File: config.mk
export PLATFORM = sky130hd
export DESIGN_NAME = pll_holdover_ctrl
export DESIGN_NICKNAME = d
export VERILOG_FILES = /design/src/rtl/pll_ho_pkg.sv /design/src/rtl/pll_ho_lock_det.sv /design/src/rtl/pll_ho_fsm.sv /design/src/rtl/pll_holdover_ctrl.sv
export SDC_FILE = /design/constraint.sdc
export NUM_CORES = 1
export LEC_CHECK = 0
export BUFFER_PORTS_ARGS = -buffer_cell sky130_fd_sc_hd__buf_4
export CORE_ASPECT_RATIO = 0.75
export CORE_MARGIN = 2
export CORE_UTILIZATION = 35
export CTS_CLUSTER_DIAMETER = 120
export DETAILED_ROUTE_END_ITERATION = 6
export PLACE_DENSITY = 0.55
export SLEW_MARGIN = 20
export SYNTH_ARGS = -nofsm -noshare
export SYNTH_HDL_FRONTEND = slang
export SYNTH_SLANG_ARGS = --single-unit
File: constraint.sdc
create_clock -name clk_i -period 2.75 [get_ports clk_i]
set_clock_uncertainty 0.05 [all_clocks]
set_input_delay 0.1375 -clock clk_i [delete_from_list [all_inputs] [get_ports clk_i]]
set_output_delay 0.1375 -clock clk_i [all_outputs]
set_load 0.1 [all_outputs]
File: src/rtl/pll_ho_pkg.sv
package pll_ho_pkg;
  typedef enum logic [1:0] {
    HO_WAIT = 2'd0,
    HO_RUN  = 2'd1,
    HO_HOLD = 2'd2
  } ho_state_e;
endpackage

File: src/rtl/pll_ho_lock_det.sv
module pll_ho_lock_det #(
  parameter int unsigned N0    = 5,
  parameter int unsigned N1    = 16,
  parameter int unsigned N2    = 64,
  parameter int unsigned N3    = 255,
  parameter int unsigned CNT_W = 8
) (
  input  logic       clk_i,
  input  logic       rst_ni,
  input  logic       pfd_evt_i,
  input  logic       in_win_i,
  input  logic [1:0] lock_sel_i,
  output logic       lock_o
);
  localparam int unsigned NSEL = 4;
  logic [CNT_W-1:0] tgt_tab [NSEL];
  logic [CNT_W-1:0] tgt;
  logic [CNT_W-1:0] cnt_q;

  assign tgt_tab[0] = CNT_W'(N0);
  assign tgt_tab[1] = CNT_W'(N1);
  assign tgt_tab[2] = CNT_W'(N2);
  assign tgt_tab[3] = CNT_W'(N3);
  assign tgt        = tgt_tab[lock_sel_i];

  always_ff @(posedge clk_i or negedge rst_ni) begin
    if (!rst_ni)                 cnt_q <= '0;
    else if (pfd_evt_i) begin
      if (!in_win_i)             cnt_q <= '0;
      else if (cnt_q < tgt)      cnt_q <= cnt_q + 1'b1;  // saturate at target
    end
  end

  assign lock_o = (cnt_q >= tgt) && (cnt_q != '0);
endmodule

File: src/rtl/pll_ho_fsm.sv
module pll_ho_fsm
  import pll_ho_pkg::*;
(
  input  logic clk_i,
  input  logic rst_ni,
  input  logic pfd_evt_i,
  input  logic ref_ok_i,
  input  logic lock_i,
  input  logic pin_ok_i,
  input  logic ho_en_i,
  input  logic ext_mode_i,
  input  logic ext_req_i,
  input  logic dld_dis_i,
  output logic cp_hiz_o,
  output logic b_rst_o,
  output logic armed_o
);
  ho_state_e st_q, st_d;
  logic enter, leave;

  assign enter = ext_mode_i ? ext_req_i : (!dld_dis_i && !lock_i);
  assign leave = pfd_evt_i && ref_ok_i && !(ext_mode_i && ext_req_i);

  always_comb begin
    st_d = st_q;
    if (!ho_en_i) st_d = HO_WAIT;
    else begin
      unique case (st_q)
        HO_WAIT: if (lock_i && pin_ok_i) st_d = HO_RUN;
        HO_RUN:  if (enter)              st_d = HO_HOLD;
        HO_HOLD: if (leave)              st_d = HO_WAIT;
        default:                         st_d = HO_WAIT;
      endcase
    end
  end

  always_ff @(posedge clk_i or negedge rst_ni) begin
    if (!rst_ni) st_q <= HO_WAIT;
    else         st_q <= st_d;
  end

  assign cp_hiz_o = (st_q == HO_HOLD) && ho_en_i;
  assign b_rst_o  = cp_hiz_o && leave;
  assign armed_o  = (st_q == HO_RUN);
endmodule

File: src/rtl/pll_holdover_ctrl.sv
module pll_holdover_ctrl #(
  parameter int unsigned LOCK_N0 = 5,
  parameter int unsigned LOCK_N1 = 16,
  parameter int unsigned LOCK_N2 = 64,
  parameter int unsigned LOCK_N3 = 255
) (
  input  logic       clk_i,
  input  logic       rst_ni,
  input  logic       pfd_evt_i,
  input  logic       in_win_i,
  input  logic       ref_ok_i,
  input  logic       ld_pin_i,
  input  logic       ho_en_i,
  input  logic       ext_mode_i,
  input  logic       ext_req_i,
  input  logic       pin_cmp_en_i,
  input  logic       dld_dis_i,
  input  logic [1:0] lock_sel_i,
  output logic       cp_hiz_o,
  output logic       b_rst_o,
  output logic       dld_o,
  output logic       armed_o
);
  localparam int unsigned NMAX  = (LOCK_N0 > LOCK_N1 ? LOCK_N0 : LOCK_N1) >
                                  (LOCK_N2 > LOCK_N3 ? LOCK_N2 : LOCK_N3) ?
                                  (LOCK_N0 > LOCK_N1 ? LOCK_N0 : LOCK_N1) :
                                  (LOCK_N2 > LOCK_N3 ? LOCK_N2 : LOCK_N3);
  localparam int unsigned CNT_W = $clog2(NMAX + 1);

  logic lock_raw, pin_ok;

  pll_ho_lock_det #(
    .N0(LOCK_N0), .N1(LOCK_N1), .N2(LOCK_N2), .N3(LOCK_N3), .CNT_W(CNT_W)
  ) u_lock (
    .clk_i      (clk_i),
    .rst_ni     (rst_ni),
    .pfd_evt_i  (pfd_evt_i),
    .in_win_i   (in_win_i),
    .lock_sel_i (lock_sel_i),
    .lock_o     (lock_raw)
  );

  // disabled comparator reads as a charged pin
  assign pin_ok = !pin_cmp_en_i || ld_pin_i;

  pll_ho_fsm u_fsm (
    .clk_i      (clk_i),
    .rst_ni     (rst_ni),
    .pfd_evt_i  (pfd_evt_i),
    .ref_ok_i   (ref_ok_i),
    .lock_i     (lock_raw),
    .pin_ok_i   (pin_ok),
    .ho_en_i    (ho_en_i),
    .ext_mode_i (ext_mode_i),
    .ext_req_i  (ext_req_i),
    .dld_dis_i  (dld_dis_i),
    .cp_hiz_o   (cp_hiz_o),
    .b_rst_o    (b_rst_o),
    .armed_o    (armed_o)
  );

  assign dld_o = lock_raw && !dld_dis_i;
endmodule

==> Word level (Yosys, flattened, before mapping) <==
Index checks and enable logic that the tools add are counted.
{ "totals": {"reg_bits": 10, "inputBits": 13, "output_inout_bits": 4, "elab_cells": 42} }
{ "op_classes": {"addsub": 1, "n_lt_le_gt_ge": 3, "eq_ne": 6, "muxes": 11, "bitwise_logic": 1, "reduce_logical": 18} }
{ "ops": {"columns": ["operator", "n"], "rows": [
  ["2-to-1 mux 8 bit", 4],
  ["binary-select mux 8 bit (select 2 bit)", 1],
  ["logical AND 1 bit", 9],
  ["inequality test 3 x 2 -> 1 bit, second input constant", 3],
  ["adder 8 x 1 -> 8 bit, second input constant", 1],
  [">= comparator 8 bit", 1],
  ["< comparator 8 bit", 1],
  ["2-to-1 mux 2 bit", 4],
  ["nonzero test 8 bit", 1],
  ["one-hot mux 2 bit (3 select lines)", 1],
  ["zero test 1 bit", 4],
  [">= comparator 3 bit, second input constant", 1],
  ["inverter 2 -> 3 bit", 1],
  ["AND reduction 3 bit", 1],
  ["== test 2 x 1 -> 1 bit, second input constant", 1],
  ["== test 2 bit, second input constant", 1],
  ["zero test 2 bit", 1],
  ["inequality test 2 x 1 -> 1 bit, second input constant", 1],
  ["AND reduction 2 bit", 1],
  ["logical OR 1 bit", 1],
  ["2-to-1 mux 1 bit", 1]
]} }

==> Depth between registers and ports, before layout <==
Gate-level depths: netlist of the first run.
{ "depth": {"ltp_word": 12, "depth_mapped": 8, "ltp_nobuf": 8} }

==> Hierarchy <==
A second synthesis of the first run with hierarchy kept.
{ "hier_totals": {"hier_cells": 109, "hier_area_um2": 962.2} }
{ "modules_own_cells": {"columns": ["module", "n_inst", "cells_each", "area_each_um2", "seq_area_each_um2"], "rows": [
  ["pll_ho_lock_det", 1, 94, 812.0, 200.2],
  ["pll_ho_fsm", 1, 13, 130.1, 50.0],
  ["pll_holdover_ctrl", 1, 2, 20.0, 0.0]
]} }

==> Least setup slack after synthesis of the first run <==
OpenSTA, ideal clock, no wires.
{ "synth_timing": {"path_kind": "flip-flop to output port", "startpoint": "register u_lock.cnt_q[1]", "endpoint": "output dld_o", "t_arrival_ps": 2429, "slack_ps": 134, "path_stages_with_launch": 7, "n_path_buf": 0, "cell_sequence": "dfrtp_1 > ha_1 > nor2b_4 > o211ai_4 > a31oi_1 > o21ai_0 > nor2_1"} }
{ "synth_between": {"elab_chain_cells": 3, "elab_cells_between_ends": 4, "classes_between": "1 x order compare; 3 x reduce/logical"} }
{ "synth_rtl": {"columns": ["element", "line_no", "rtl"], "rows": [
  ["start, declared", "pll_ho_lock_det.sv:18", "logic [CNT_W-1:0] cnt_q;"],
  ["start signal, assigned", "pll_ho_lock_det.sv:30", "else if (cnt_q < tgt) cnt_q <= cnt_q + 1'b1;"],
  [">= comparator 8 bit / nonzero test 8 bit (equally long branches)", "pll_ho_lock_det.sv:34", "assign lock_o = (cnt_q >= tgt) && (cnt_q != '0);"],
  ["logical AND 1 bit *", "pll_ho_lock_det.sv:34", null],
  ["logical AND 1 bit *", "pll_holdover_ctrl.sv:62", "assign dld_o = lock_raw && !dld_dis_i;"],
  ["end, declared", "pll_holdover_ctrl.sv:21", "output logic dld_o,"]
]} }
Mark *: on every way between the ends. The rest lies on a longest branch, timed or not.

==> Worst setup path after layout of the first run <==
{ "layout_timing": {"startpoint": "register u_lock.cnt_q[3]", "endpoint": "output dld_o"} }
Same word-level chain as after synthesis.

==> results of run 1 <==
## worst paths after layout
| check | to | slack (ps) | depth (start not counted) | start |
|---|---|---|---|---|
| setup / recovery | dld_o | 380 | 6 | u_lock.cnt_q[3] |
| hold / removal | u_fsm.st_q[1] | 80 | 2 | ho_en_i |
| setup reg to reg | u_lock.cnt_q[6] | 610 | 6 | u_lock.cnt_q[5] |
| hold reg to reg | u_lock.cnt_q[2] | 540 | 1 | u_lock.cnt_q[2] |
| max in group asynchronous | u_lock.cnt_q[0] | 2330 | 2 | rst_ni |
| min in group asynchronous | u_lock.cnt_q[7] | 160 | 2 | rst_ni |
## sequential cells by signal (all words and copies together) (netlist names)
| register | cells |
|---|---|
| u_lock.cnt_q | 8 |
| u_fsm.st_q | 2 |
## area by class of cell
class / instances / area share
sequential: 10 / 0.225
timing repair buffer: 17 / 0.117
multi-input combinational: 80 / 0.556
clock buffer: 4 / 0.0327
tap: 34 / 0.0383
inverter: 9 / 0.0304
## cells in the final DEF (no fill, tap or decap), types with 3 or more instances in the layout
master / count
nor3_1: 3
inv_1: 9
dfrtp_1: 10
a21oi_2: 4
ha_1: 11
nand3_1: 6
nor2_1: 4
clkbuf_4: 3
buf_4: 16
nand2_1: 9
o21ai_0: 5
## cell families (layout without fill, tap and decap cells)
group / Yosys count / after routing / share of synthesized area
AND/OR/NAND/NOR: 40 / 40 / 0.253
AO/OA/AOI/OAI: 27 / 27 / 0.256
adder cells (fa/ha/maj): 11 / 11 / 0.152
flip-flops: 10 / 10 / 0.276
buffers and inverters: 10 / 30 / 0.0414
multiplexers: 2 / 2 / 0.0221
## worst reg2reg max path, cell delays in order (launching register included)
cell	delay, ps
dfrtp_1	470
ha_1	360
a21oi_2	160
o21ai_2	90
and2_4	190
or4_1	510
a31o_1	220
## power groups by stage
stage | registers (mW) | logic, mW | clock network [mW]
after floorplan | 0.201 | 0.230 | 0
after global placement | 0.213 | 0.290 | 0
after detailed placement | 0.211 | 0.292 | 0
after CTS | 0.208 | 0.295 | 0.142
after global routing | 0.215 | 0.326 | 0.151
final | 0.208 | 0.291 | 0.141
## repair_timing
item / CTS / global route
endpoints found under the hold margin: 10 / 0
hold buffers: 1 / 0
endpoints found under the setup margin: 0 / 0
## routing by layer
metal | wire [um] | vias to the layer above | track usage
met1 | 1070 | 389 | 0.228
met5 | 0 | - | 0
met3 | 112 | 4 | 0.0424
met4 | 31 | 0 | 0.0667
li1 | - | 422 | -
met2 | 832 | 21 | 0.237
## per-stage QoR
stage | util | power [mW] | cell area, um^2 | hold WS [ps]
after floorplan | - | 0.431 | 906 | -208
after global placement | 0.447 | 0.502 | 1060 | -75.6
after detailed placement | 0.447 | 0.503 | 1060 | -74.9
after CTS | 0.466 | 0.645 | 1110 | 78.3
after global routing | 0.466 | 0.692 | 1110 | 77.2
final | 0.466 | 0.640 | 1110 | 81.7
==> run metrics, run 1 <==
CP Launch Type=flip-flop; clock root buffer=clkbuf_4; DRC=0; Main synth FF type=dfrtp_1; combinational power share=0.455; setup violators final=0; HPWL after detailed placement=1630 um; worst slew pin tran=493 ps; share of cells above drive strength 1=0.242; Critical Path AT=2190 ps; Syn Inst Count=100; Hold Path Class=input port to flip-flop; Setup WS pre-CTS=550 ps; Mapped Avg Cell Area=9.06 um^2; worst vdd ir=0.268 mV; total track usage=0.161; Leakage=0.551 nW; switch share=0.409; top post-synthesis cells by area=dfrtp_1 28%, ha_1 15%, a21oi_2 3.9%; first-pass GRT wire length=3610 um; core area=0.00238 mm^2; ys async rst share=1.00; FMAX=0.421 GHz; family with the most delay on the worst path=compound AO/OA/AOI/OAI gates; vias in the first global route=751; clock sink count=10; RSZ-0062 raised after global routing=no; Seq/Total Area, Yosys=0.276; violation count after the first detailed-routing iteration=43; Post-synth EDFFs=0; Final Hold Violating Endpoints=0; FF+latch count, synth=10; synth cell count leaders=11 x ha_1, 10 x dfrtp_1, 9 x inv_1, 9 x nand2_1, 6 x nand3_1; relative slew slack=0.668; setup bufs post-CTS=0; routed vias/inst=5.43; Yosys warning total=0; PortBufs=16; WL final=2050 um; final slew viol count=0; std cell rows=15; die area=0.00302 mm^2; final setup margin=376 ps; syn nets=124; Chip Height=48.1 um; I/O pin cnt=17; RePlAce Congestion=0.839; max cap viols=0; mapped cell area=906 um^2; drt pass-1 iters=4; power share of the clock group=0.220; non-filler cells, final=154; CP max-delay cell=dfrtp_1; critical path class=flip-flop to output port; Storage cell area=250 um^2; CTS buffer count=3; Worst path max stage delay=450 ps; count leader, synth=ha_1; vias post-DR=836; post-cts resize count=0; Die W=62.7 um; Netlist cell types=39; Initial Util=0.380; Power Dens Cells=576 mW/mm^2; worst skew pair latency=280 ps; crit path time final=2370 ps; H-tree levels=1; Layout fillers=228; gr ovfl total=0; Area Growth Syn to Fin=22.7%; WP data required=2560 ps; status=complete, no violations; Switch Pwr=0.262 mW; worst-path cell chain=ha_1, a21oi_2, a31oi_1, o21ai_0, nor2_1, buf_4; fin crit share=0.863; crit path capture type=output port; routed len/inst=13.3 um; top-area cell type share of the netlist area=0.276; Reg power frac=0.325; Crit Path Max Fanout=6; clock input transition at the sequential cells of the worst setup and hold paths=60 ps; area of the multi-input gates=618 um^2; setup tns final=0 ps; Placed Cells=149; biggest area consumer among synthesized cells=dfrtp_1; initial antenna violation count=0; internal power=0.379 mW; CTS tree=yes; number of buffer and inverter stages on the critical path=1; largest net degree at the start of global routing=14; CTS Buffer Depth=2; nets@finish=145; # diodes=0; number of routed nets with antenna violations=0
Power figures use the tool's default switching activity.
==> run 2: changes to the inputs <==
--- a/config.mk
+++ b/config.mk
@@ -6,7 +6,7 @@
 export NUM_CORES = 1
 export LEC_CHECK = 0
 export BUFFER_PORTS_ARGS = -buffer_cell sky130_fd_sc_hd__buf_4
-export CORE_ASPECT_RATIO = 0.75
+export CAP_MARGIN = 30
 export CORE_MARGIN = 2
 export CORE_UTILIZATION = 35
 export CTS_CLUSTER_DIAMETER = 120
==> run 2 against run 1 <==
Effect of this change:
- worst hold slack better by 16 ps
- core utilization shrank 2.1 points
- routed wire length fell by 1.2%
- critical path depth did not move
- setup slack gained 39 ps
- die area fell by 0.14%
- sequential power hardly changed
- critical path type unchanged
- largest power group unchanged
==> run metrics, run 2 (synthesis results as in run 1) <==
total track usage=0.162 (+0.000843); # diodes=0 (unchanged); Power Dens Cells=548 mW/mm^2 (-4.9%); CP Launch Type=flip-flop; Leakage=0.544 nW (-1.3%); WHS Endpoint=u_fsm.st_q[1]; gr ovfl total=0 (unchanged); WL final=2020 um (-1.2%); crit path capture type=output port; post-cts resize count=0 (unchanged); most common cell after layout, fill and taps aside=buf_4; number of routed nets with antenna violations=0 (unchanged); CTS tree=yes; fin crit share=0.849 (-0.0140); worst skew pair latency=260 ps (-20 ps); setup tns final=0 ps (unchanged); core area=0.00245 mm^2 (+3.0%); clock sink count=10 (unchanged); Die W=54.9 um (-13%); R2R depth=6 (unchanged); vias in the first global route=755 (+0.53%); DRC=0 (unchanged); nets@finish=145 (unchanged); Final Hold Violating Endpoints=0 (unchanged); final setup margin=415 ps (+38.6 ps); max cap viols=0 (unchanged); H-tree levels=1 (unchanged); violation count after the first detailed-routing iteration=17 (-60%); clock input transition at the sequential cells of the worst setup and hold paths=60 ps (about the same); drt pass-1 iters=4 (unchanged); # hold bufs at CTS=1 (unchanged); std cell rows=18 (+3); status=complete, no violations; Crit Path Max Fanout=6 (unchanged); share of cells above drive strength 1=0.235 (-0.00637); Worst R2R End=u_lock.cnt_q[6]; setup violators final=0 (unchanged); CTS buffer count=3 (unchanged); area of the multi-input gates=618 um^2 (unchanged); Area Growth Syn to Fin=20.6%; Biggest register=u_lock.cnt_q; Hold Path Depth=2 (unchanged); first-pass GRT wire length=3410 um (-5.5%); RePlAce Congestion=0.840 (+0.23%); worst vdd ir=0.348 mV (+30%); FMAX=0.428 GHz (+1.7%); setup bufs post-CTS=0 (unchanged); Initial Util=0.369 (-0.0110); critical path class=flip-flop to output port; WP data required=2560 ps (about the same); CTS Buffer Depth=2 (unchanged); largest net degree at the start of global routing=14 (unchanged); vias post-DR=852 (+1.9%); routed len/inst=13.6 um (+2.1%); PortBufs=16 (unchanged); die area=0.00301 mm^2 (-0.14%); most frequent cells in the layout=16 x buf_4, 11 x ha_1, 10 x dfrtp_1; I/O pin cnt=17 (unchanged); Setup WS pre-CTS=584 ps (+34.0 ps); final slew viol count=0 (unchanged); RSZ-0062 raised after global routing=no; clock root buffer=clkbuf_4; number of flip-flops in the largest register=8 (unchanged); Storage cell area=250 um^2 (unchanged); FF-to-FF setup slack=600 ps (about the same); r2r startpoint=u_lock.cnt_q[5]; worst slew pin tran=434 ps (-59.1 ps); biggest regs=u_lock.cnt_q: 8 flops, u_fsm.st_q: 2 flops; Hold Path Class=input port to flip-flop; worst hold path startpoint=ho_en_i; initial antenna violation count=0 (unchanged); relative slew slack=0.708 (+0.0398); Chip Height=54.9 um (+14%); routed vias/inst=5.72 (+5.3%); Layout fillers=236 (+3.5%); crit path time final=2340 ps (-38.6 ps); HPWL after detailed placement=1640 um (+0.17%); Critical Path AT=2150 ps (-40 ps)
[run 2: changes by cell type in the layout (fill, tap and decap cells not counted)]
| cell | delta |
|---|---|
| clkbuf_8 | -1 |
[run 2: worst max-delay path by stage]
stage / from / end / slack [ps] / cells past startpoint
final: u_lock.cnt_q[3] / dld_o / 410 / 6
after global routing: u_lock.cnt_q[3] / dld_o / 300 / 6
after detailed placement: lock_sel_i[0] / u_lock.cnt_q[6] / 580 / 9
after floorplan: u_lock.cnt_q[1] / dld_o / 130 / 6
after global placement: lock_sel_i[0] / u_lock.cnt_q[6] / 600 / 9
after CTS: u_lock.cnt_q[3] / dld_o / 400 / 6
[run 2: through the flow]
| stage | area, um^2 | cells | util | total power, mW | hold WS, ps |
|---|---|---|---|---|---|
| CTS | 1090 | 149 | 0.445 | 0.605 | 88.8 |
| floorplan | 906 | 100 | - | 0.431 | -208 |
| finish | 1090 | 149 | 0.445 | 0.599 | 97.3 |
| detailed placement | 1060 | 145 | 0.432 | 0.504 | -76.2 |
| global placement | 1060 | 145 | 0.432 | 0.501 | -73.1 |
| global route | 1090 | 149 | 0.445 | 0.652 | 86.4 |
[run 2: routing by layer]
metal,track usage,vias to the layer above,share of wire
met3,0.0574,4,0.052
met1,0.202,397,0.45
met5,0,-,0
li1,-,424,-
met2,0.266,27,0.49
met4,0.0375,0,0.011
[run 2: worst max-delay path, cell delays in order (launching register included)]
cell and delay [ps]:
dfrtp_1 440, ha_1 390, a21oi_2 230, a31oi_1 120
o21ai_0 380, nor2_1 80, buf_4 240
[run 2: power by group]
group / internal, mW / switching (mW) / leakage, nW
Clock: 0.0504 / 0.0464 / 0.0138
Combinational: 0.123 / 0.168 / 0.394
Sequential: 0.174 / 0.0367 / 0.136
Total: 0.348 / 0.251 / 0.544
[run 2: layout make-up]
cell class,count,area share
well taps,30,0.0344
repair buffers,17,0.119
flip-flops and latches,10,0.229
inverters,9,0.0309
clock buffers,3,0.0206
multi-input cells,80,0.566
==> run 3: changes to the inputs <==
--- a/config.mk
+++ b/config.mk
@@ -5,6 +5,7 @@
 export SDC_FILE = /design/constraint.sdc
 export NUM_CORES = 1
 export LEC_CHECK = 0
+export ABC_AREA = 1
 export BUFFER_PORTS_ARGS = -buffer_cell sky130_fd_sc_hd__buf_4
 export CAP_MARGIN = 30
 export CORE_MARGIN = 2
==> constraint.sdc (replaced) <==
create_clock -name clk_i -period 2.33 [get_ports clk_i]
set_clock_uncertainty 0.05 [all_clocks]
set_input_delay 0.1165 -clock clk_i [delete_from_list [all_inputs] [get_ports clk_i]]
set_output_delay 0.1165 -clock clk_i [all_outputs]
set_load 0.1 [all_outputs]
==> run 3 against run 2 <==
Effect of this change:
- clock power grew 22%
- area after synthesis shrank 7.5%
- clock-buffer cell count is the same
- final cell count grew 8.7%
- synthesized cell count grew 15%
- combinational power shrank 54%
- non-clock buffer count is the same
- core utilization grew 1.7 points
- critical path depth grew 2
- sequential cell count is the same
- sequential share of layout area grew 1.4 points
- critical endpoint unchanged
- largest power group is now sequential cells
==> run metrics, run 3 <==
Post-Synth XOR/XNOR Area=0.0627 (+0.0627); CTS Buffer Depth=2 (unchanged); Worst path max stage delay=450 ps (about the same); CP Launch Type=flip-flop; first-pass GRT wire length=3260 um (-4.5%); complex-gate fraction of the synthesized area=0.101 (-0.154); ys async rst share=1.00 (unchanged); H-tree levels=1 (unchanged); drt pass-1 iters=4 (unchanged); r2r startpoint=u_lock.cnt_q[5]; CP max-delay cell=dfrtp_1; largest family of logic cells by synthesized area=simple AND/OR/NAND/NOR gates; share of cells above drive strength 1=0.187 (-0.0487); number of routed nets with antenna violations=0 (unchanged); synth cell count leaders=30 x nand2_1, 20 x inv_1, 11 x ha_1, 10 x dfrtp_1, 7 x nor2_1; clock root buffer=clkbuf_4; Synth Area in Simple Gates=0.270 (+0.0174); final setup margin=205 ps (-210 ps); fin crit share=0.912; Biggest register=u_lock.cnt_q; setup violators final=0 (unchanged); FF-to-FF setup slack=480 ps (-120 ps); clock input transition at the sequential cells of the worst setup and hold paths=70 ps (about the same); FF+latch count, synth=10 (unchanged); Initial Util=0.375 (+0.00634); Yosys warning total=0 (unchanged); family with the most delay on the worst path=simple AND/OR/NAND/NOR gates; total power=0.449 mW (-25%); # diodes=0 (unchanged); RePlAce Congestion=0.788 (-6.2%); Mapped Avg Cell Area=7.29 um^2 (-20%); DRC=0 (unchanged); post-synthesis adder-cell area fraction=0.164 (+0.0122); vias post-DR=783 (-8.1%); initial antenna violation count=0 (unchanged); vias in the first global route=719 (-4.8%); syn nets=139 (+12%); clock sink count=10 (unchanged); biggest regs=u_lock.cnt_q: 8 flops, u_fsm.st_q: 2 flops; setup tns final=0 ps (unchanged); PortBufs=16 (unchanged); top-area cell type share of the netlist area=0.299 (+0.0223); FMAX=0.471 GHz; WP data required=2160 ps (-400 ps); max cap viols=0 (unchanged); count leader, synth=nand2_1; Area Growth Syn to Fin=23.0%; Final Hold Violating Endpoints=0 (unchanged); routed len/inst=11.5 um (-15%); final slew viol count=0 (unchanged); Main synth FF type=dfrtp_1; Post-synth EDFFs=0 (unchanged); most frequent cells in the layout=30 x nand2_1, 20 x inv_1, 16 x buf_4; crit-path most repeated cell=nand2_1; largest net degree at the start of global routing=14 (unchanged); Power Dens Cells=435 mW/mm^2 (-21%); Leakage=0.547 nW (+0.52%); biggest area consumer among synthesized cells=dfrtp_1; std cell rows=17 (-1); crit path capture type=output port; violation count after the first detailed-routing iteration=12 (-5); total track usage=0.162 (-0.000178); CTS tree=yes; Die W=52.9 um (-3.5%); crit path time final=2120 ps; Seq/Total Area, Yosys=0.299 (+0.0223); Hold Path Class=input port to flip-flop; worst skew pair latency=270 ps (about the same); worst vdd ir=0.347 mV (-0.40%); nets@finish=160 (+10%); relative slew slack=0.812 (+0.105); worst slew pin tran=279 ps (-155 ps); critical path class=flip-flop to output port; Syn Inst Count=115 (+15%); HPWL after detailed placement=1550 um (-5.4%); status=complete, no violations; WL final=1870 um (-7.8%); mux cell area share after synthesis=0 (-0.0221); core area=0.00223 mm^2 (-9.0%); routed vias/inst=4.83 (-15%); die area=0.00280 mm^2 (-6.9%); Netlist cell types=18 (-54%); setup bufs post-CTS=0 (unchanged); top post-synthesis cells by area=dfrtp_1 30%, ha_1 16%, nand2_1 13%; worst-path cell chain=ha_1, nand2_1, nor2_1, nand4_1, nand3_1, nand2_1, nor2_2, buf_4; Critical Path AT=1960 ps (-190 ps); number of buffer and inverter stages on the critical path=1 (unchanged); worst hold path startpoint=in_win_i; most common cell after layout, fill and taps aside=nand2_1; Setup WS pre-CTS=479 ps (-105 ps); gr ovfl total=0 (unchanged); Crit Path Max Fanout=6 (unchanged); Chip Height=52.9 um (-3.5%); I/O pin cnt=17 (unchanged); number of flip-flops in the largest register=8 (unchanged); CTS buffer count=3 (unchanged); RSZ-0062 raised after global routing=no; Crit. Startpoint=u_lock.cnt_q[5]; mapped cell area=838 um^2 (-7.5%)
==> run 3: power breakdown <==
group,switching (mW),internal (mW)
registers,0.0136,0.184
logic,0.0793,0.0534
clock network,0.0587,0.0596
total,0.152,0.297
==> run 3: kinds of logic after synthesis <==
kind of cell             count (synthesis)
AND/OR/NAND/NOR                         53
buffers and inverters                   21
AO/OA/AOI/OAI                           14
adder cells (fa/ha/maj)                 11
flip-flops                              10
XOR/XNOR                                 6
==> run 3: final cells by class <==
cell class | count | area, um^2
sequential | 10 | 250
fill | 245 | 1200
multi-input combinational | 84 | 518
inverter | 20 | 75.1
timing repair buffer | 17 | 130
tap | 28 | 35.0
clock buffer | 3 | 22.5
==> run 3: per-layer routing <==
metal / routed length, um / vias to the layer above / track usage / share of wire
li1: - / 413 / - / -
met1: 877 / 350 / 0.216 / 0.47
met2: 875 / 20 / 0.242 / 0.47
met3: 113 / 0 / 0.0678 / 0.061
met4: 0 / 0 / 0.0342 / 0
met5: 0 / - / 0 / 0
==> run 3: worst paths after layout <==
| check | depth (start not counted) | to |
|---|---|---|
| worst min register to register | 2 | u_lock.cnt_q[7] |
| worst max register to register | 10 | u_lock.cnt_q[1] |
| worst min-delay path | 3 | u_lock.cnt_q[0] |
| min in group asynchronous | 2 | u_fsm.st_q[0] |
| max in group asynchronous | 2 | u_lock.cnt_q[2] |
| worst max-delay path | 8 | dld_o |
==> run 3: tightest hold or removal path: stages <==
cell and delay (ps):
buf_4 110, nand3_1 70, o21ai_0 70
==> run 3: what timing repair did <==
item | 4_1_cts | 5_1_grt
hold endpoints to repair | 10 | 0
hold buffers | 1 | 0
gates resized for setup | 0 | 0
==> run 3: metrics by stage <==
stage	util	instance area, um^2	cells	hold WS [ps]
2_1_floorplan	-	855	115	-229
3_3_place_gp	0.447	998	158	-90.8
3_5_place_dp	0.447	998	158	-90.1
4_1_cts	0.462	1030	162	67.1
5_1_grt	0.462	1030	162	98.7
6_report	0.462	1030	162	79.1
